## src/rtl/spim_pkg.sv

```systemverilog
package spim_pkg;

    localparam int unsigned DATA_W = 32;
    localparam int unsigned ADDR_W = 10;
    localparam int unsigned CS_CNT = 4;

    localparam logic [ADDR_W-1:0] A_CMD   = 10'h000;
    localparam logic [ADDR_W-1:0] A_TRIM  = 10'h004;
    localparam logic [ADDR_W-1:0] A_XSTAT = 10'h010;
    localparam logic [ADDR_W-1:0] A_FSTAT = 10'h014;
    localparam logic [ADDR_W-1:0] A_TXP   = 10'h108;
    localparam logic [ADDR_W-1:0] A_RXP   = 10'h188;

    localparam logic [DATA_W-1:0] CMD_KEEP  = 32'h7C31_981F;
    localparam logic [DATA_W-1:0] TRIM_KEEP = 32'h0000_7CFF;

    localparam int unsigned XS_READY = 30;
    localparam int unsigned FS_RXFL  = 15;
    localparam int unsigned FS_TXFL  = 14;

    typedef struct packed {
        logic       go;
        logic       master;
        logic [1:0] mode;
        logic [1:0] cs_sel;
        logic [3:0] pad_a;
        logic       cs_sw;
        logic       cs_lvl;
        logic [2:0] pad_b;
        logic       lsb_first;
        logic       byte_swap;
        logic [1:0] pad_c;
        logic       rx_en;
        logic       tx_en;
        logic [5:0] pad_d;
        logic [4:0] len_m1;
    } cmd_t;

    typedef struct packed {
        logic       cpol;
        logic       cpha;
        logic [4:0] len_m1;
        logic       lsb_first;
        logic       byte_swap;
        logic       rx_en;
    } frame_cfg_t;

    function automatic logic [DATA_W-1:0] swap_bytes(input logic [DATA_W-1:0] w);
        return {w[7:0], w[15:8], w[23:16], w[31:24]};
    endfunction

    function automatic logic sel_bit(input logic [DATA_W-1:0] w,
                                     input logic [4:0] idx,
                                     input logic [4:0] len_m1,
                                     input logic lsb);
        logic [4:0] pos;
        pos = lsb ? idx : (len_m1 - idx);
        return w[pos];
    endfunction

endpackage

```

## src/rtl/spim_fifo.sv

```systemverilog
module spim_fifo #(
    parameter int W     = 32,
    parameter int DEPTH = 4
) (
    input  logic                         clk,
    input  logic                         rst,
    input  logic                         flush,
    input  logic                         push,
    input  logic [W-1:0]                 din,
    input  logic                         pop,
    output logic [W-1:0]                 dout,
    output logic                         full,
    output logic                         empty
);
    localparam int AW = (DEPTH > 1) ? $clog2(DEPTH) : 1;
    localparam int CW = $clog2(DEPTH + 1);

    logic [W-1:0]  mem [DEPTH];
    logic [AW-1:0] wp_q, rp_q;
    logic [CW-1:0] cnt_q;
    logic          do_push, do_pop;

    function automatic logic [AW-1:0] step(input logic [AW-1:0] p);
        return (p == AW'(DEPTH - 1)) ? '0 : p + 1'b1;
    endfunction

    assign full    = (cnt_q == CW'(DEPTH));
    assign empty   = (cnt_q == '0);
    assign do_push = push && !full;
    assign do_pop  = pop && !empty;
    assign dout    = mem[rp_q];

    always_ff @(posedge clk) begin
        if (do_push && !flush) begin
            mem[wp_q] <= din;
        end
    end

    always_ff @(posedge clk) begin
        if (rst || flush) begin
            wp_q  <= '0;
            rp_q  <= '0;
            cnt_q <= '0;
        end else begin
            if (do_push) wp_q <= step(wp_q);
            if (do_pop)  rp_q <= step(rp_q);
            cnt_q <= cnt_q + CW'(do_push) - CW'(do_pop);
        end
    end

endmodule

```

## src/rtl/spim_shift.sv

```systemverilog
module spim_shift
    import spim_pkg::*;
#(
    parameter int DIV_LOG2 = 1
) (
    input  logic              clk,
    input  logic              rst,
    input  logic              start,
    input  frame_cfg_t        cfg,
    input  logic [DATA_W-1:0] tx_word,
    input  logic              miso,
    output logic              busy,
    output logic              done,
    output logic              rx_valid,
    output logic [DATA_W-1:0] rx_word,
    output logic              sck,
    output logic              mosi
);
    localparam int HALF  = 1 << DIV_LOG2;
    localparam int DIV_W = (DIV_LOG2 > 0) ? DIV_LOG2 : 1;

    logic [DIV_W-1:0]  div_q;
    logic [6:0]        tog_q;
    logic [5:0]        tx_idx_q, rx_idx_q;
    logic              cpha_q, lsb_q, swap_q, rxen_q;
    logic [4:0]        len_q;
    logic [DATA_W-1:0] word_q, acc_q;
    logic [DATA_W-1:0] start_word;
    logic [6:0]        last_tog;
    logic              tick, leading, shift_ev, samp_ev;

    assign start_word = cfg.byte_swap ? swap_bytes(tx_word) : tx_word;
    assign tick       = (div_q == DIV_W'(HALF - 1));
    assign last_tog   = {1'b0, len_q, 1'b1};
    assign leading    = ~tog_q[0];
    assign shift_ev   = cpha_q ? leading : ~leading;
    assign samp_ev    = cpha_q ? ~leading : leading;
    assign rx_valid   = done && rxen_q;
    assign rx_word    = swap_q ? swap_bytes(acc_q) : acc_q;

    always_ff @(posedge clk) begin
        if (rst) begin
            busy     <= 1'b0;
            done     <= 1'b0;
            sck      <= 1'b0;
            mosi     <= 1'b0;
            div_q    <= '0;
            tog_q    <= '0;
            tx_idx_q <= '0;
            rx_idx_q <= '0;
            cpha_q   <= 1'b0;
            lsb_q    <= 1'b0;
            swap_q   <= 1'b0;
            rxen_q   <= 1'b0;
            len_q    <= '0;
            word_q   <= '0;
            acc_q    <= '0;
        end else begin
            done <= 1'b0;
            if (start && !busy) begin
                busy     <= 1'b1;
                div_q    <= '0;
                tog_q    <= '0;
                rx_idx_q <= '0;
                acc_q    <= '0;
                sck      <= cfg.cpol;
                cpha_q   <= cfg.cpha;
                lsb_q    <= cfg.lsb_first;
                swap_q   <= cfg.byte_swap;
                rxen_q   <= cfg.rx_en;
                len_q    <= cfg.len_m1;
                word_q   <= start_word;
                if (!cfg.cpha) begin
                    mosi     <= sel_bit(start_word, 5'd0, cfg.len_m1, cfg.lsb_first);
                    tx_idx_q <= 6'd1;
                end else begin
                    mosi     <= 1'b0;
                    tx_idx_q <= 6'd0;
                end
            end else if (busy) begin
                if (tick) begin
                    div_q <= '0;
                    sck   <= ~sck;
                    tog_q <= tog_q + 7'd1;
                    if (shift_ev) begin
                        mosi     <= sel_bit(word_q, tx_idx_q[4:0], len_q, lsb_q);
                        tx_idx_q <= tx_idx_q + 6'd1;
                    end
                    if (samp_ev) begin
                        if (lsb_q) acc_q[rx_idx_q[4:0]] <= miso;
                        else       acc_q <= {acc_q[DATA_W-2:0], miso};
                        rx_idx_q <= rx_idx_q + 6'd1;
                    end
                    if (tog_q == last_tog) begin
                        busy <= 1'b0;
                        done <= 1'b1;
                    end
                end else begin
                    div_q <= div_q + 1'b1;
                end
            end
        end
    end

endmodule

```

## src/rtl/spim_ctrl.sv

```systemverilog
module spim_ctrl
    import spim_pkg::*;
#(
    parameter int              FIFO_DEPTH = 4,
    parameter int              DIV_LOG2   = 1,
    parameter logic [4:0]      TAP_TX_RST = 5'd9,
    parameter logic [7:0]      TAP_RX_RST = 8'd12
) (
    input  logic              clk,
    input  logic              rst,
    input  logic              reg_wr,
    input  logic              reg_rd,
    input  logic [9:0]        reg_addr,
    input  logic [31:0]       reg_wdata,
    output logic [31:0]       reg_rdata,
    output logic              spi_sck,
    output logic              spi_mosi,
    input  logic              spi_miso,
    output logic [3:0]        spi_cs_n
);
    localparam logic [DATA_W-1:0] TRIM_RST = {17'd0, TAP_TX_RST, 2'd0, TAP_RX_RST};

    cmd_t              cmd_q, wcmd;
    logic [DATA_W-1:0] trim_q;
    logic              rdy_q, fl_rx_q, fl_tx_q;
    logic [3:0]        err_q, err_set, err_clr;

    logic wr_cmd, wr_trim, wr_xstat, wr_fstat, wr_txp, rd_rxp;
    logic go_req, start;

    logic              tx_full, tx_empty, tx_pop;
    logic [DATA_W-1:0] tx_dout, eng_tx;
    logic              rx_full, rx_empty;
    logic [DATA_W-1:0] rx_dout;

    frame_cfg_t        cfg;
    logic              eng_busy, eng_done, eng_rx_valid, eng_sck;
    logic [DATA_W-1:0] eng_rx_word;

    assign wcmd     = cmd_t'(reg_wdata);
    assign wr_cmd   = reg_wr && (reg_addr == A_CMD);
    assign wr_trim  = reg_wr && (reg_addr == A_TRIM);
    assign wr_xstat = reg_wr && (reg_addr == A_XSTAT);
    assign wr_fstat = reg_wr && (reg_addr == A_FSTAT);
    assign wr_txp   = reg_wr && (reg_addr == A_TXP);
    assign rd_rxp   = reg_rd && (reg_addr == A_RXP);

    assign go_req = wr_cmd && wcmd.go;
    assign start  = go_req && !eng_busy;
    assign tx_pop = start && wcmd.tx_en && !tx_empty;
    assign eng_tx = (wcmd.tx_en && !tx_empty) ? tx_dout : '0;

    assign cfg.cpol      = wcmd.mode[1];
    assign cfg.cpha      = wcmd.mode[0];
    assign cfg.len_m1    = wcmd.len_m1;
    assign cfg.lsb_first = wcmd.lsb_first;
    assign cfg.byte_swap = wcmd.byte_swap;
    assign cfg.rx_en     = wcmd.rx_en;

    // sticky sources: {tx overflow, tx underrun, rx overflow, rx underrun}
    assign err_set = {wr_txp && tx_full,
                      start && wcmd.tx_en && tx_empty,
                      eng_rx_valid && rx_full,
                      rd_rxp && rx_empty};
    assign err_clr = wr_fstat ? reg_wdata[7:4] : 4'b0000;

    spim_fifo #(.W(DATA_W), .DEPTH(FIFO_DEPTH)) u_txq (
        .clk(clk), .rst(rst), .flush(fl_tx_q),
        .push(wr_txp), .din(reg_wdata),
        .pop(tx_pop), .dout(tx_dout),
        .full(tx_full), .empty(tx_empty)
    );

    spim_fifo #(.W(DATA_W), .DEPTH(FIFO_DEPTH)) u_rxq (
        .clk(clk), .rst(rst), .flush(fl_rx_q),
        .push(eng_rx_valid), .din(eng_rx_word),
        .pop(rd_rxp), .dout(rx_dout),
        .full(rx_full), .empty(rx_empty)
    );

    spim_shift #(.DIV_LOG2(DIV_LOG2)) u_eng (
        .clk(clk), .rst(rst), .start(start), .cfg(cfg),
        .tx_word(eng_tx), .miso(spi_miso),
        .busy(eng_busy), .done(eng_done),
        .rx_valid(eng_rx_valid), .rx_word(eng_rx_word),
        .sck(eng_sck), .mosi(spi_mosi)
    );

    always_ff @(posedge clk) begin
        if (rst) begin
            cmd_q   <= '0;
            trim_q  <= TRIM_RST;
            rdy_q   <= 1'b0;
            fl_rx_q <= 1'b0;
            fl_tx_q <= 1'b0;
            err_q   <= '0;
        end else begin
            if (wr_cmd)  cmd_q  <= cmd_t'(reg_wdata & CMD_KEEP);
            if (wr_trim) trim_q <= reg_wdata & TRIM_KEEP;
            rdy_q   <= eng_done | (rdy_q & ~(wr_xstat & reg_wdata[XS_READY]));
            fl_rx_q <= wr_fstat && reg_wdata[FS_RXFL];
            fl_tx_q <= wr_fstat && reg_wdata[FS_TXFL];
            err_q   <= err_set | (err_q & ~err_clr);
        end
    end

    assign spi_sck = eng_busy ? eng_sck : cmd_q.mode[1];

    for (genvar g = 0; g < CS_CNT; g++) begin : g_cs
        always_comb begin
            if (cmd_q.cs_sel != 2'(g))  spi_cs_n[g] = 1'b1;
            else if (cmd_q.cs_sw)       spi_cs_n[g] = cmd_q.cs_lvl;
            else                        spi_cs_n[g] = ~eng_busy;
        end
    end

    always_comb begin
        reg_rdata = '0;
        case (reg_addr)
            A_CMD:   reg_rdata = {eng_busy, 31'(cmd_q) };
            A_TRIM:  reg_rdata = trim_q;
            A_XSTAT: reg_rdata[XS_READY] = rdy_q;
            A_FSTAT: reg_rdata = {16'd0, fl_rx_q, fl_tx_q, 5'd0, |err_q, err_q,
                                  tx_full, tx_empty, rx_full, rx_empty};
            A_RXP:   reg_rdata = rx_empty ? '0 : rx_dout;
            default: reg_rdata = '0;
        endcase
    end

endmodule

```

## config.mk

```make
export PLATFORM = sky130hd
export DESIGN_NAME = spim_ctrl
export DESIGN_NICKNAME = d
export VERILOG_FILES = /design/src/rtl/spim_pkg.sv /design/src/rtl/spim_fifo.sv /design/src/rtl/spim_shift.sv /design/src/rtl/spim_ctrl.sv
export SDC_FILE = /design/constraint.sdc
export NUM_CORES = 1
export LEC_CHECK = 0
export ABC_AREA = 1
export BUFFER_PORTS_ARGS = -buffer_cell sky130_fd_sc_hd__buf_2
export CAP_MARGIN = 20
export CORE_AREA = 10 10 216 218
export DETAILED_ROUTE_END_ITERATION = 6
export DIE_AREA = 0 0 226 228
export PLACE_DENSITY = 0.71
export SYNTH_ARGS = -nofsm -noshare
export SYNTH_HDL_FRONTEND = slang
export SYNTH_HIERARCHICAL = 1
export SYNTH_SLANG_ARGS = --single-unit
```

## constraint.sdc

```tcl
create_clock -name clk -period 5.43 [get_ports clk]
set_input_delay 0 -clock clk [delete_from_list [all_inputs] [get_ports clk]]
set_output_delay 0 -clock clk [all_outputs]
set_load 0.03 [all_outputs]
```

==> impl_metrics.json <==
{
  "status": "finished clean",
  "synth_area_um2": 18800,
  "routabilityCongestion": 0.865,
  "wl_met2_um": 24500,
  "slew_viol_final": 0,
  "htree_levels": 2,
  "drive_gt1_share_pct": 10.6,
  "timing_hold_violations_final": 0,
  "fin_cells": 2720,
  "async_flop_share_pct": 0,
  "synth_seq_cells": 405,
  "tns_ns": 0,
  "track_usage_pct": 19.2,
  "met3WireLength_um": 3660,
  "path_common_cell": "nor2_2",
  "p_seq_share_pct": 51.1,
  "overflow": 0,
  "min-delay-start": "reg_addr[6]",
  "drv_cap": 0,
  "cts_tree": "built",
  "start_kind": "input port",
  "synth_top_area_cell": "edfxtp_1",
  "cp_cell_sequence": "dlygate4sd3_1, buf_2, nor2_2, nand3_1, nor2_2, inv_2, nor3_2, inv_1, nor2_2, buf_4, nor2_2, inv_1, buf_4, o21ai_0",
  "cp_slowest_cell": "nor2_2",
  "dr.max_layer_used": "met4",
  "pwr-share-comb_pct": 2.4,
  "synthFlopType": "edfxtp_1",
  "yosysUniqueCellTypes": 44,
  "grt_setup_unrepaired": "no",
  "cts.sinks": 405,
  "reg2reg_depth": 13,
  "finalSetupViolations": 0,
  "insertion_delay_ns": 0.56,
  "totalWireLength_um": 50700,
  "firstDrtPassIters": 6,
  "regToRegEndpoint": "u_txq/cnt_q[1]",
  "grt_pass1_vias": 14500,
  "boundaryPins": 85,
  "synth_cells": 2053,
  "yosysSeqAreaShare_pct": 56.8,
  "num_rows": 76,
  "p_clk_share_pct": 46.5,
  "slew_headroom_pct": 27.9,
  "antenna_found_initial": 0,
  "drc": 0,
  "power_switching_uw": 1280,
  "reg2reg_from": "u_txq/cnt_q[1]",
  "clkTransAtPathRegs_ns": 0.06,
  "slowest_delay_ns": 0.65,
  "ant_nets": 0,
  "nets": 2213,
  "max-vdd-ir-drop_uv": 217,
  "fin_worst_skew_ns": 0.0279,
  "syn-num-nets": 2127,
  "hold_depth": 7,
  "finish.utilization_pct": 50.0,
  "avgViaCountPerCell": 5.53,
  "syn_to_final_growth_pct": 13.2,
  "dieArea_um2": 51500,
  "die_h_um": 228,
  "synth_top_cell_area_share_pct": 40.9,
  "dp_cells": 2596,
  "grt_pass1_wl_um": 78900,
  "drt-initial-drc-count": 1597,
  "portBuffers": 84,
  "fmax_mhz": 279,
  "yosysWarnings": 6,
  "leakage_uw": 0.00786,
  "critical_path_buf_inv_count": 7,
  "crit_type": "input port to register",
  "tightest_slew_ns": 1.08,
  "hold_path_end": "err_q[2]",
  "core_area_um2": 42500,
  "start_util_pct": 44.2,
  "hpwl_um": 33000,
  "vias": 15000,
  "fin_crit_sh_pct": 66.1,
  "r2r_setup_slack_ns": 2.35,
  "hold_path_class": "input port to register",
  "wire_per_inst_um": 18.6,
  "p_int_uw": 5080,
  "root_buffer": "clkbuf_16",
  "crit_arrival_ns": 4.00,
  "critPathRequiredTime_ns": 5.84,
  "worst_path_dominant_cell_family": "buffers and inverters",
  "avgSynthCellArea_um2": 9.15,
  "power.density_nw_per_um2": 299,
  "end_kind": "register",
  "nFillCells": 3749,
  "clock_path_buffers": 3,
  "switching_share_pct": 20.2,
  "period_minus_slack_ns": 3.59,
  "grt_max_degree": 66,
  "crit_fanout": 39,
  "die_w_um": 226,
  "yosys-top-cells-area": "edfxtp_1, dfxtp_1, nand2_1, nor2_1, o21ai_0",
  "cts_buffers": 42,
  "wl_met1_um": 20900,
  "synth_edf_count": 256
}
per-layer routing:
| layer | global-route usage, % | vias up |
|---|---|---|
| li1 | - | 7185 |
| met5 | 0 | - |
| met1 | 25.0 | 7143 |
| met2 | 31.7 | 609 |
| met4 | 6.95 | 0 |
| met3 | 3.00 | 107 |
cell type report:
| class | count | area, um2 | share of cell area, % |
|---|---|---|---|
| inverters | 241 | 920 | 4.32 |
| clock inverters | 21 | 278 | 1.31 |
| clock buffers | 57 | 1150 | 5.40 |
| diodes | 1 | 2.50 | 0.0118 |
| well taps | 546 | 683 | 3.21 |
| repair buffers | 145 | 991 | 4.66 |
| flip-flops and latches | 405 | 10700 | 50.2 |
| multi-input cells | 1304 | 6570 | 30.9 |
registers in the layout, indices dropped and copies added (netlist names), 2 cells and up, named ones only:
register	count
u_eng/tog_q	7
u_eng/acc_q	32
u_eng/rx_idx_q	5
u_txq/wp_q	2
u_rxq/rp_q	2
cmd_q	16
u_rxq/wp_q	2
u_rxq/cnt_q	3
u_txq/cnt_q	3
trim_q	13
u_eng/len_q	5
u_rxq/mem	128
u_txq/mem	128
u_eng/tx_idx_q	5
u_eng/word_q	32
err_q	4
u_txq/rp_q	2
kinds of logic after synthesis:
group | share of synthesized area (%)
flip-flops | 56.8
AND/OR/NAND/NOR | 17.6
buffers and inverters | 8.44
AO/OA/AOI/OAI | 14.9
XOR/XNOR | 0.326
adder cells (fa/ha/maj) | 1.92
Yosys cell counts (2+ instances only):
library cell  number
o22ai_1           71
nor3b_1            8
nand2_2            8
a311oi_1          18
nand3b_1           5
a221oi_1           4
clkbuf_1          31
fa_1               3
ha_1              24
nand2_4            6
nor2_2            14
o21ai_0          207
nor3_1             7
nand3_1          113
nand2_1          305
inv_1            225
inv_2             14
edfxtp_1         256
a211oi_1          24
buf_4              9
or2_2              3
a31oi_1           18
nor2_4             5
a21oi_1           77
nor3_2             3
dfxtp_1          149
inv_8              2
buf_1              2
xnor2_1            4
o21ai_1           71
nor2_1           277
xor2_1             3
buf_6             27
o211ai_1           6
buf_2             34
nand4_1           12
repair_timing:
item / CTS / global route
endpoints found under the hold margin: 176 / 0
gates resized for setup: 0 / 0
endpoints found under the setup margin: 0 / 0
setup buffers: 0 / 0
hold buffers: 45 / 0
worst max path at each step:
| stage | startpoint | end | slack (ns) | cells past startpoint |
|---|---|---|---|---|
| after floorplan | reg_wr | u_txq/mem[0][0] | 1.73 | 5 |
| final | reg_addr[5] | u_eng/word_q[15] | 1.84 | 14 |
| after CTS | reg_addr[5] | u_eng/word_q[15] | 1.97 | 14 |
| after detailed placement | reg_addr[5] | u_eng/word_q[15] | 1.94 | 13 |
| after global routing | reg_addr[5] | u_eng/word_q[0] | 1.53 | 14 |
| after global placement | reg_addr[6] | u_eng/word_q[19] | 2.07 | 13 |
power by group through the flow:
stage / Clock (uW) / Combinational (uW) / Sequential (uW)
2_1_floorplan: 0 / 63.3 / 3320
3_3_place_gp: 0 / 120 / 3320
3_5_place_dp: 0 / 123 / 3320
4_1_cts: 2990 / 148 / 3250
5_1_grt: 3130 / 163 / 3250
6_report: 2960 / 151 / 3250
worst min-delay path, cell delays in order:
cell and delay [ns]:
buf_2 0.09, inv_1 0.05, nand2_1 0.07, nor2_2 0.07, nand4_1 0.09, nand2_1 0.05
a21oi_1 0.10
metrics by stage:
stage	power, uW	hold WS, ns	area, um2	setup slack, ns
after detailed placement	3440	0.226	19400	1.94
after global routing	6540	0.0601	21300	1.53
after floorplan	3380	0.0691	18800	1.73
after CTS	6390	0.00112	21300	1.97
after global placement	3440	0.213	19400	2.07
final	6360	0.0105	21300	1.84
layout by cell type, fill, tap and decap left out, types with 7 or more instances in the layout:
| cell type | Yosys | final |
|---|---|---|
| buf_4 | 9 | 16 |
| o21ai_0 | 207 | 207 |
| nor3_1 | 7 | 7 |
| a311oi_1 | 18 | 18 |
| nor3b_2 | 0 | 8 |
| nand2_2 | 8 | 8 |
| clkbuf_1 | 31 | 12 |
| o22ai_1 | 71 | 71 |
| a21oi_1 | 77 | 77 |
| buf_2 | 34 | 84 |
| nand2_1 | 305 | 305 |
| dfxtp_1 | 149 | 146 |
| inv_2 | 14 | 14 |
| o21ai_1 | 71 | 71 |
| nand4_1 | 12 | 12 |
| ha_1 | 24 | 24 |
| nor2_1 | 277 | 276 |
| clkbuf_16 | 0 | 43 |
| a31oi_1 | 18 | 18 |
| a211oi_1 | 24 | 24 |
| nand3_1 | 113 | 113 |
| nor2_2 | 14 | 15 |
| dlygate4sd3_1 | 0 | 45 |
| edfxtp_1 | 256 | 256 |
| inv_1 | 225 | 225 |
(Power assumes the default switching activity.)
